### src/rtl/lw_sram_pkg.sv
// Shared types for the late-write SRAM model.
package lw_sram_pkg;
    // Operation held in a pipeline stage.
    typedef enum logic [1:0] {
        OP_IDLE  = 2'd0,
        OP_READ  = 2'd1,
        OP_WRITE = 2'd2
    } op_e;
endpackage

### src/rtl/lw_sram_sleep_sync.sv
// Two-flop synchronizer for the asynchronous sleep request.
// Assumes: sleep may change at any time; output is valid two edges later.
module lw_sram_sleep_sync (
    input  logic clk,
    input  logic rst_n,
    input  logic sleep_in,
    output logic asleep
);
    logic stage0;

    // Shift the request through two flops; runs even while the clock enable is off.
    always_ff @(posedge clk) begin
        if (!rst_n) begin
            stage0 <= 1'b0;
            asleep <= 1'b0;
        end else begin
            stage0 <= sleep_in;
            asleep <= stage0;
        end
    end

    AST_SLEEP_TWO_STAGE: assert property (@(posedge clk) disable iff (!rst_n)
        $rose(asleep) |-> $past(sleep_in));
endmodule

### src/rtl/lw_sram_cmd.sv
// Command decode, address register and two-bit burst counter (pipeline stage 1).
// Assumes: ADDR_W >= 2; a burst wraps inside an aligned four-word block.
module lw_sram_cmd
    import lw_sram_pkg::*;
#(
    parameter int ADDR_W = 6,
    parameter int LANES  = 4
) (
    input  logic              clk,
    input  logic              rst_n,
    input  logic              en,
    input  logic              asleep,
    input  logic              ce1_n,
    input  logic              ce2,
    input  logic              ce3_n,
    input  logic              we_n,
    input  logic              adv_ld,
    input  logic [LANES-1:0]  bw_n,
    input  logic [ADDR_W-1:0] addr,
    output op_e               op1,
    output logic [ADDR_W-1:0] addr1,
    output logic [LANES-1:0]  lanes1
);
    localparam int HI_W = ADDR_W - 2;

    logic sel;
    assign sel = !ce1_n && ce2 && !ce3_n;

    // Load a new command or advance the current burst on each enabled edge.
    always_ff @(posedge clk) begin
        if (!rst_n) begin
            op1    <= OP_IDLE;
            addr1  <= '0;
            lanes1 <= '0;
        end else if (en) begin
            if (asleep) begin
                op1 <= OP_IDLE;
            end else if (!adv_ld) begin
                op1    <= !sel ? OP_IDLE : (we_n ? OP_READ : OP_WRITE);
                addr1  <= addr;
                lanes1 <= ~bw_n;
            end else begin
                addr1  <= {addr1[ADDR_W-1:2], addr1[1:0] + 2'd1};
                lanes1 <= ~bw_n;
            end
        end
    end

    AST_BURST_WRAP: assert property (@(posedge clk) disable iff (!rst_n)
        (en && !asleep && adv_ld && op1 != OP_IDLE) |=>
        (addr1[1:0] == $past(addr1[1:0]) + 2'd1 &&
         addr1[ADDR_W-1:2] == $past(addr1[ADDR_W-1:2]) && op1 == $past(op1)));

    AST_DESELECT_IDLE: assert property (@(posedge clk) disable iff (!rst_n)
        (en && !asleep && !adv_ld && (ce1_n || !ce2 || ce3_n)) |=> op1 == OP_IDLE);

    if (HI_W < 0) begin : g_bad_width
        initial $error("lw_sram_cmd: ADDR_W must be at least 2");
    end
endmodule

### src/rtl/lw_sram_array.sv
// Lane-split storage array with masked write and a registered, forwarded read.
// Assumes: a write and a read to one word on the same edge return the new lanes.
module lw_sram_array #(
    parameter int ADDR_W = 6,
    parameter int LANES  = 4,
    parameter int LANE_W = 9,
    localparam int DATA_W = LANES * LANE_W,
    localparam int DEPTH  = 1 << ADDR_W
) (
    input  logic              clk,
    input  logic              rst_n,
    input  logic              en,
    input  logic              wr_en,
    input  logic [ADDR_W-1:0] wr_addr,
    input  logic [LANES-1:0]  wr_lanes,
    input  logic [DATA_W-1:0] wr_data,
    input  logic              rd_en,
    input  logic [ADDR_W-1:0] rd_addr,
    output logic [DATA_W-1:0] rd_q
);
    logic [DATA_W-1:0] fwd;
    logic              same;

    assign same = wr_en && (wr_addr == rd_addr);

    for (genvar l = 0; l < LANES; l++) begin : g_lane
        logic [LANE_W-1:0] cells [DEPTH];

        // Commit this lane when the write selects it.
        always_ff @(posedge clk) begin
            if (en && wr_en && wr_lanes[l]) begin
                cells[wr_addr] <= wr_data[l*LANE_W +: LANE_W];
            end
        end

        // Read this lane, taking the incoming write when it targets the same word.
        assign fwd[l*LANE_W +: LANE_W] = (same && wr_lanes[l]) ?
            wr_data[l*LANE_W +: LANE_W] : cells[rd_addr];
    end

    // Output register: loads on a read, otherwise holds.
    always_ff @(posedge clk) begin
        if (!rst_n) begin
            rd_q <= '0;
        end else if (en && rd_en) begin
            rd_q <= fwd;
        end
    end

    AST_RDQ_HOLD_IDLE: assert property (@(posedge clk) disable iff (!rst_n)
        !en |=> $stable(rd_q));
endmodule

### src/rtl/lw_sram.sv
// Top of the pipelined late-write SRAM: stage 2 (data phase) and bus control.
// Assumes: the host releases the bus while dq_oe is high; oe_n acts without a clock.
module lw_sram
    import lw_sram_pkg::*;
#(
    parameter int ADDR_W = 6,
    parameter int LANES  = 4,
    parameter int LANE_W = 9,
    localparam int DATA_W = LANES * LANE_W
) (
    input  logic              clk,
    input  logic              rst_n,
    input  logic              cke_n,
    input  logic              ce1_n,
    input  logic              ce2,
    input  logic              ce3_n,
    input  logic              we_n,
    input  logic              adv_ld,
    input  logic [LANES-1:0]  bw_n,
    input  logic              oe_n,
    input  logic              sleep,
    input  logic [ADDR_W-1:0] addr,
    input  logic [DATA_W-1:0] dq_in,
    output logic [DATA_W-1:0] dq_out,
    output logic              dq_oe
);
    logic              asleep;
    op_e               op1, op2;
    logic [ADDR_W-1:0] addr1, addr2;
    logic [LANES-1:0]  lanes1, lanes2;
    logic              go;

    assign go = !cke_n && !asleep;

    lw_sram_sleep_sync u_sleep (
        .clk      (clk),
        .rst_n    (rst_n),
        .sleep_in (sleep),
        .asleep   (asleep)
    );

    lw_sram_cmd #(.ADDR_W(ADDR_W), .LANES(LANES)) u_cmd (
        .clk    (clk),
        .rst_n  (rst_n),
        .en     (!cke_n),
        .asleep (asleep),
        .ce1_n  (ce1_n),
        .ce2    (ce2),
        .ce3_n  (ce3_n),
        .we_n   (we_n),
        .adv_ld (adv_ld),
        .bw_n   (bw_n),
        .addr   (addr),
        .op1    (op1),
        .addr1  (addr1),
        .lanes1 (lanes1)
    );

    // Stage 2: the data phase of the operation accepted one edge earlier.
    always_ff @(posedge clk) begin
        if (!rst_n) begin
            op2    <= OP_IDLE;
            addr2  <= '0;
            lanes2 <= '0;
        end else if (!cke_n) begin
            op2    <= asleep ? OP_IDLE : op1;
            addr2  <= addr1;
            lanes2 <= lanes1;
        end
    end

    lw_sram_array #(.ADDR_W(ADDR_W), .LANES(LANES), .LANE_W(LANE_W)) u_array (
        .clk      (clk),
        .rst_n    (rst_n),
        .en       (go),
        .wr_en    (op2 == OP_WRITE),
        .wr_addr  (addr2),
        .wr_lanes (lanes2),
        .wr_data  (dq_in),
        .rd_en    (op1 == OP_READ),
        .rd_addr  (addr1),
        .rd_q     (dq_out)
    );

    // Drive the bus only in a read data phase with output enable on and awake.
    assign dq_oe = (op2 == OP_READ) && !oe_n && !asleep;

    AST_OE_OFF: assert property (@(posedge clk) disable iff (!rst_n)
        oe_n |-> !dq_oe);
    AST_WRITE_PHASE_OFF: assert property (@(posedge clk) disable iff (!rst_n)
        (op2 == OP_WRITE) |-> !dq_oe);
    AST_STALL_HOLD: assert property (@(posedge clk) disable iff (!rst_n)
        cke_n |=> $stable(dq_out));
    AST_ASLEEP_QUIET: assert property (@(posedge clk) disable iff (!rst_n)
        asleep |-> !dq_oe);
    AST_RESET_STATE: assert property (@(posedge clk)
        !rst_n |=> (dq_out == '0 && !dq_oe));
endmodule

### config.mk
export PLATFORM = sky130hd
export DESIGN_NAME = lw_sram
export DESIGN_NICKNAME = d
export VERILOG_FILES = /design/src/rtl/lw_sram_pkg.sv /design/src/rtl/lw_sram_sleep_sync.sv /design/src/rtl/lw_sram_cmd.sv /design/src/rtl/lw_sram_array.sv /design/src/rtl/lw_sram.sv
export SDC_FILE = /design/constraint.sdc
export NUM_CORES = 2
export LEC_CHECK = 0
export BUFFER_PORTS_ARGS = -buffer_cell sky130_fd_sc_hd__buf_2
export CAP_MARGIN = 0
export CELL_PAD_IN_SITES_DETAIL_PLACEMENT = 1
export CELL_PAD_IN_SITES_GLOBAL_PLACEMENT = 2
export CORE_MARGIN = 2
export CORE_UTILIZATION = 44
export DETAILED_ROUTE_END_ITERATION = 16
export PLACE_DENSITY_LB_ADDON = 0.1
export RECOVER_POWER = 25
export SLEW_MARGIN = 30
export SYNTH_ARGS = -nofsm -noshare
export SYNTH_HDL_FRONTEND = slang
export SYNTH_SLANG_ARGS = --single-unit
### constraint.sdc
create_clock -name clk -period 3.4 [get_ports clk]
set_input_delay 0.34 -clock clk [delete_from_list [all_inputs] [get_ports clk]]
set_output_delay 0.34 -clock clk [all_outputs]
set_load 0.01 [all_outputs]
==> impl_metrics.ini <==
[pwr]
power_density_nw_per_um2 = 588
p_leak_nw = 33.3
vdd_drop_max_uv = 597

[synthesis]
synth_edf_count = 2304
synth_cell_types = 55
yosysSeqAreaShare_pct = 76.9
synth_async_sr_flop_share_pct = 0
yosys_warnings = 0
synth_nets = 4282
syn_area_per_cell_um2 = 21.7
syn_inst = 4226
synth_seq_cells = 2366
synthesis.area_um2 = 91600
ys.flop_type = edfxtp_1

[timing]
clock_skew_ns = 0.0577
final-hold-violation-count = 0
max_slew_margin_pct = -84.5
period_minus_slack_ns = 3.23
setup_viol = 0
max_freq_ghz = 0.309
min_period_over_period_pct = 95.1
finalWorstSetupSlack_ns = 0.167
maxSlewViolCount = 940
tightest_slew_ns = 2.77
tns_ns = 0
rsz0062_at_grt = false

[global_routing]
grt_pass1_vias = 48324
antenna_found_initial = 15
grt_max_degree = 69
grt_util_all_layers_pct = 25.9
overflow = 0
grt_first_pass_wirelength_um = 382000

[clock_network]
clk_pin_slew_worst_paths_ns = 0.06
worstSkewPairLatency_ns = 0.93
cts_setup_buffers = 0
clk_path_buf_depth = 4
cts-root-buf = clkbuf_16
cts_buffers = 274
htreeDepth = 5
tritoncts = yes
cts_num_sinks = 2366

[critical_path]
required_ns = 4.22
path_max_fanout = 17
start_kind = flip-flop
cp-end-kind = flip-flop
arrival_ns = 4.05
path_class = flip-flop to flip-flop

[run_status]
violations = capacitance limit, slew limit
status = complete, but fails checks

[drt]
drt_wl_total_um = 271000
drtPass1Iterations = 7
via_per_inst = 5.92
antenna_left = 0
drc = 0
num_vias = 46497
wl_per_cell_um = 34.5
drt_iter0_markers = 4897

[place]
hpwl_um = 175000
io_buffers = 92
gp_congestion = 0.797
pre_cts_ws_ns = -0.0514

[flow_run]
cap_violations = 22

[floorplanning]
io-pin-count = 93
die-area_um2 = 212000
fp-row-count = 167
die-width_um = 460
initial_utilization_pct = 44.2
dieHeight_um = 460
core_um2 = 207000

[final_layout]
nNetsFinal = 4931
fillers = 18152
drive_gt1_share_pct = 30.3
area_growth_pct = 17.0

[min_path]
hold_class = primary input to flip-flop
==> power by group <==
group          internal, mW  switching, mW  total [mW]
logic                  1.39           1.91        3.30
clock network          16.4           11.3        27.7
registers              32.0         0.0535        32.1
total                  49.8           13.3        63.0
==> final cells by class <==
class | instances | area (um2) | area share (%)
multi-input combinational | 1596 | 19800 | 18.5
clock buffer | 357 | 7480 | 6.98
inverter | 5 | 18.8 | 0.0175
timing repair buffer | 632 | 5120 | 4.77
antenna | 5 | 12.5 | 0.0117
clock inverter | 107 | 808 | 0.754
sequential | 2366 | 70400 | 65.7
tap | 2788 | 3490 | 3.26
==> registers in the layout, summed over array words and instances, names as in the netlist <==
register / cells
u_cmd.lanes1: 4
u_array.rd_q: 36
u_sleep.asleep: 1
u_array.g_lane.cells: 2304
op2: 2
u_cmd.addr1: 6
addr2: 6
u_sleep.stage0: 1
lanes2: 4
u_cmd.op1: 2
==> cell usage after synthesis, drive strengths merged, types with 35 or more instances <==
cell / number / share of area [%]
mux4: 614 / 15
dfxtp: 62 / 1.4
buf: 163 / 1.2
a221oi: 36 / 0.34
clkbuf: 96 / 0.39
mux2i: 120 / 1.3
edfxtp: 2304 / 76
o21ai: 40 / 0.22
a22o: 43 / 0.41
nand2: 125 / 0.51
nor3: 55 / 0.30
o22ai: 35 / 0.24
nor2: 282 / 1.2
==> metal layers <==
layer / part of all wire (%) / GRT usage [%] / vias up
li1: - / - / 19028
met4: 2.8 / 7.35 / 12
met1: 43 / 36.8 / 25626
met2: 48 / 41.6 / 1440
met5: 0.032 / 0 / -
met3: 5.5 / 4.13 / 391
==> placed cells by master (no fill, tap or decap), types with 5 or more instances in the layout <==
cell and count:
a31oi_1 8, nand4_1 5, clkinv_2 32, nor3b_1 10, clkinv_1 58, o21ai_0 31
or3_1 9, dfxtp_1 56, nand3_1 14, a221oi_1 35, nand2_1 120, dfxtp_4 5
o22ai_1 35, clkbuf_1 106, a22o_1 43, a21oi_1 28, a22oi_1 31, buf_4 438
a211oi_1 15, nor2b_1 22, buf_12 42, edfxtp_1 2304, and2_1 15, nand2_2 5
diode_2 5, mux4_2 614, dlygate4sd3_1 51, nor3_1 54, clkbuf_8 6, o21ai_1 9
clkbuf_16 286, buf_2 59, nor2_1 279, mux2_2 15, mux2i_1 120, o221ai_1 12
xnor2_1 6, o211ai_1 8, nand2b_1 5, bufinv_16 13
==> what timing repair did <==
action | CTS | global route
endpoints found under the hold margin | 655 | 169
gates resized for setup | 1 | 0
hold buffers | 46 | 5
setup endpoints to repair | 1 | 0
==> worst max-delay path, cell delays in order, from the launching register on <==
cell,delay [ns]
dfxtp_4,0.57
buf_12,0.29
buf_12,0.21
buf_12,0.18
mux4_2,0.50
a22o_1,0.25
a221oi_1,0.61
o22ai_1,0.19
nor3_1,0.23
nor3_1,0.07
==> worst paths after layout <==
| kind | startpoint | to | slack (ns) | depth (start not counted) |
|---|---|---|---|---|
| worst max-delay path | u_cmd.addr1[0] | u_array.rd_q[30] | 0.17 | 9 |
| worst min-delay path | addr[0] | u_cmd.addr1[0] | 0.006 | 4 |
| worst max register to register | u_cmd.addr1[0] | u_array.rd_q[30] | 0.17 | 9 |
| worst min register to register | u_sleep.stage0 | u_sleep.asleep | 0.46 | 1 |
==> cells by family (layout without fill, tap and decap cells) <==
| family | count (synthesis) | after routing | share of synthesized area [%] |
|---|---|---|---|
| compound gates | 278 | 278 | 2.19 |
| flops | 2366 | 2366 | 76.9 |
| other cells | 0 | 5 | 0 |
| simple gates | 563 | 563 | 2.68 |
| mux | 749 | 749 | 16.6 |
| xor+xnor | 6 | 6 | 0.0574 |
| buf+inv | 264 | 1101 | 1.58 |
==> stage by stage <==
step	cells	instance area (um2)	power [mW]	hold WS, ns	utilization (%)
global placement	7333	98300	35.9	0.443	47.5
finish	7856	107000	63.0	0.00646	51.7
global route	7852	107000	64.8	0.0793	51.7
detailed placement	7335	98400	36.0	0.439	47.5
CTS	7845	107000	63.7	0.00268	51.8
floorplan	4226	91600	34.5	0.412	-
Power figures use the tool's default switching activity.
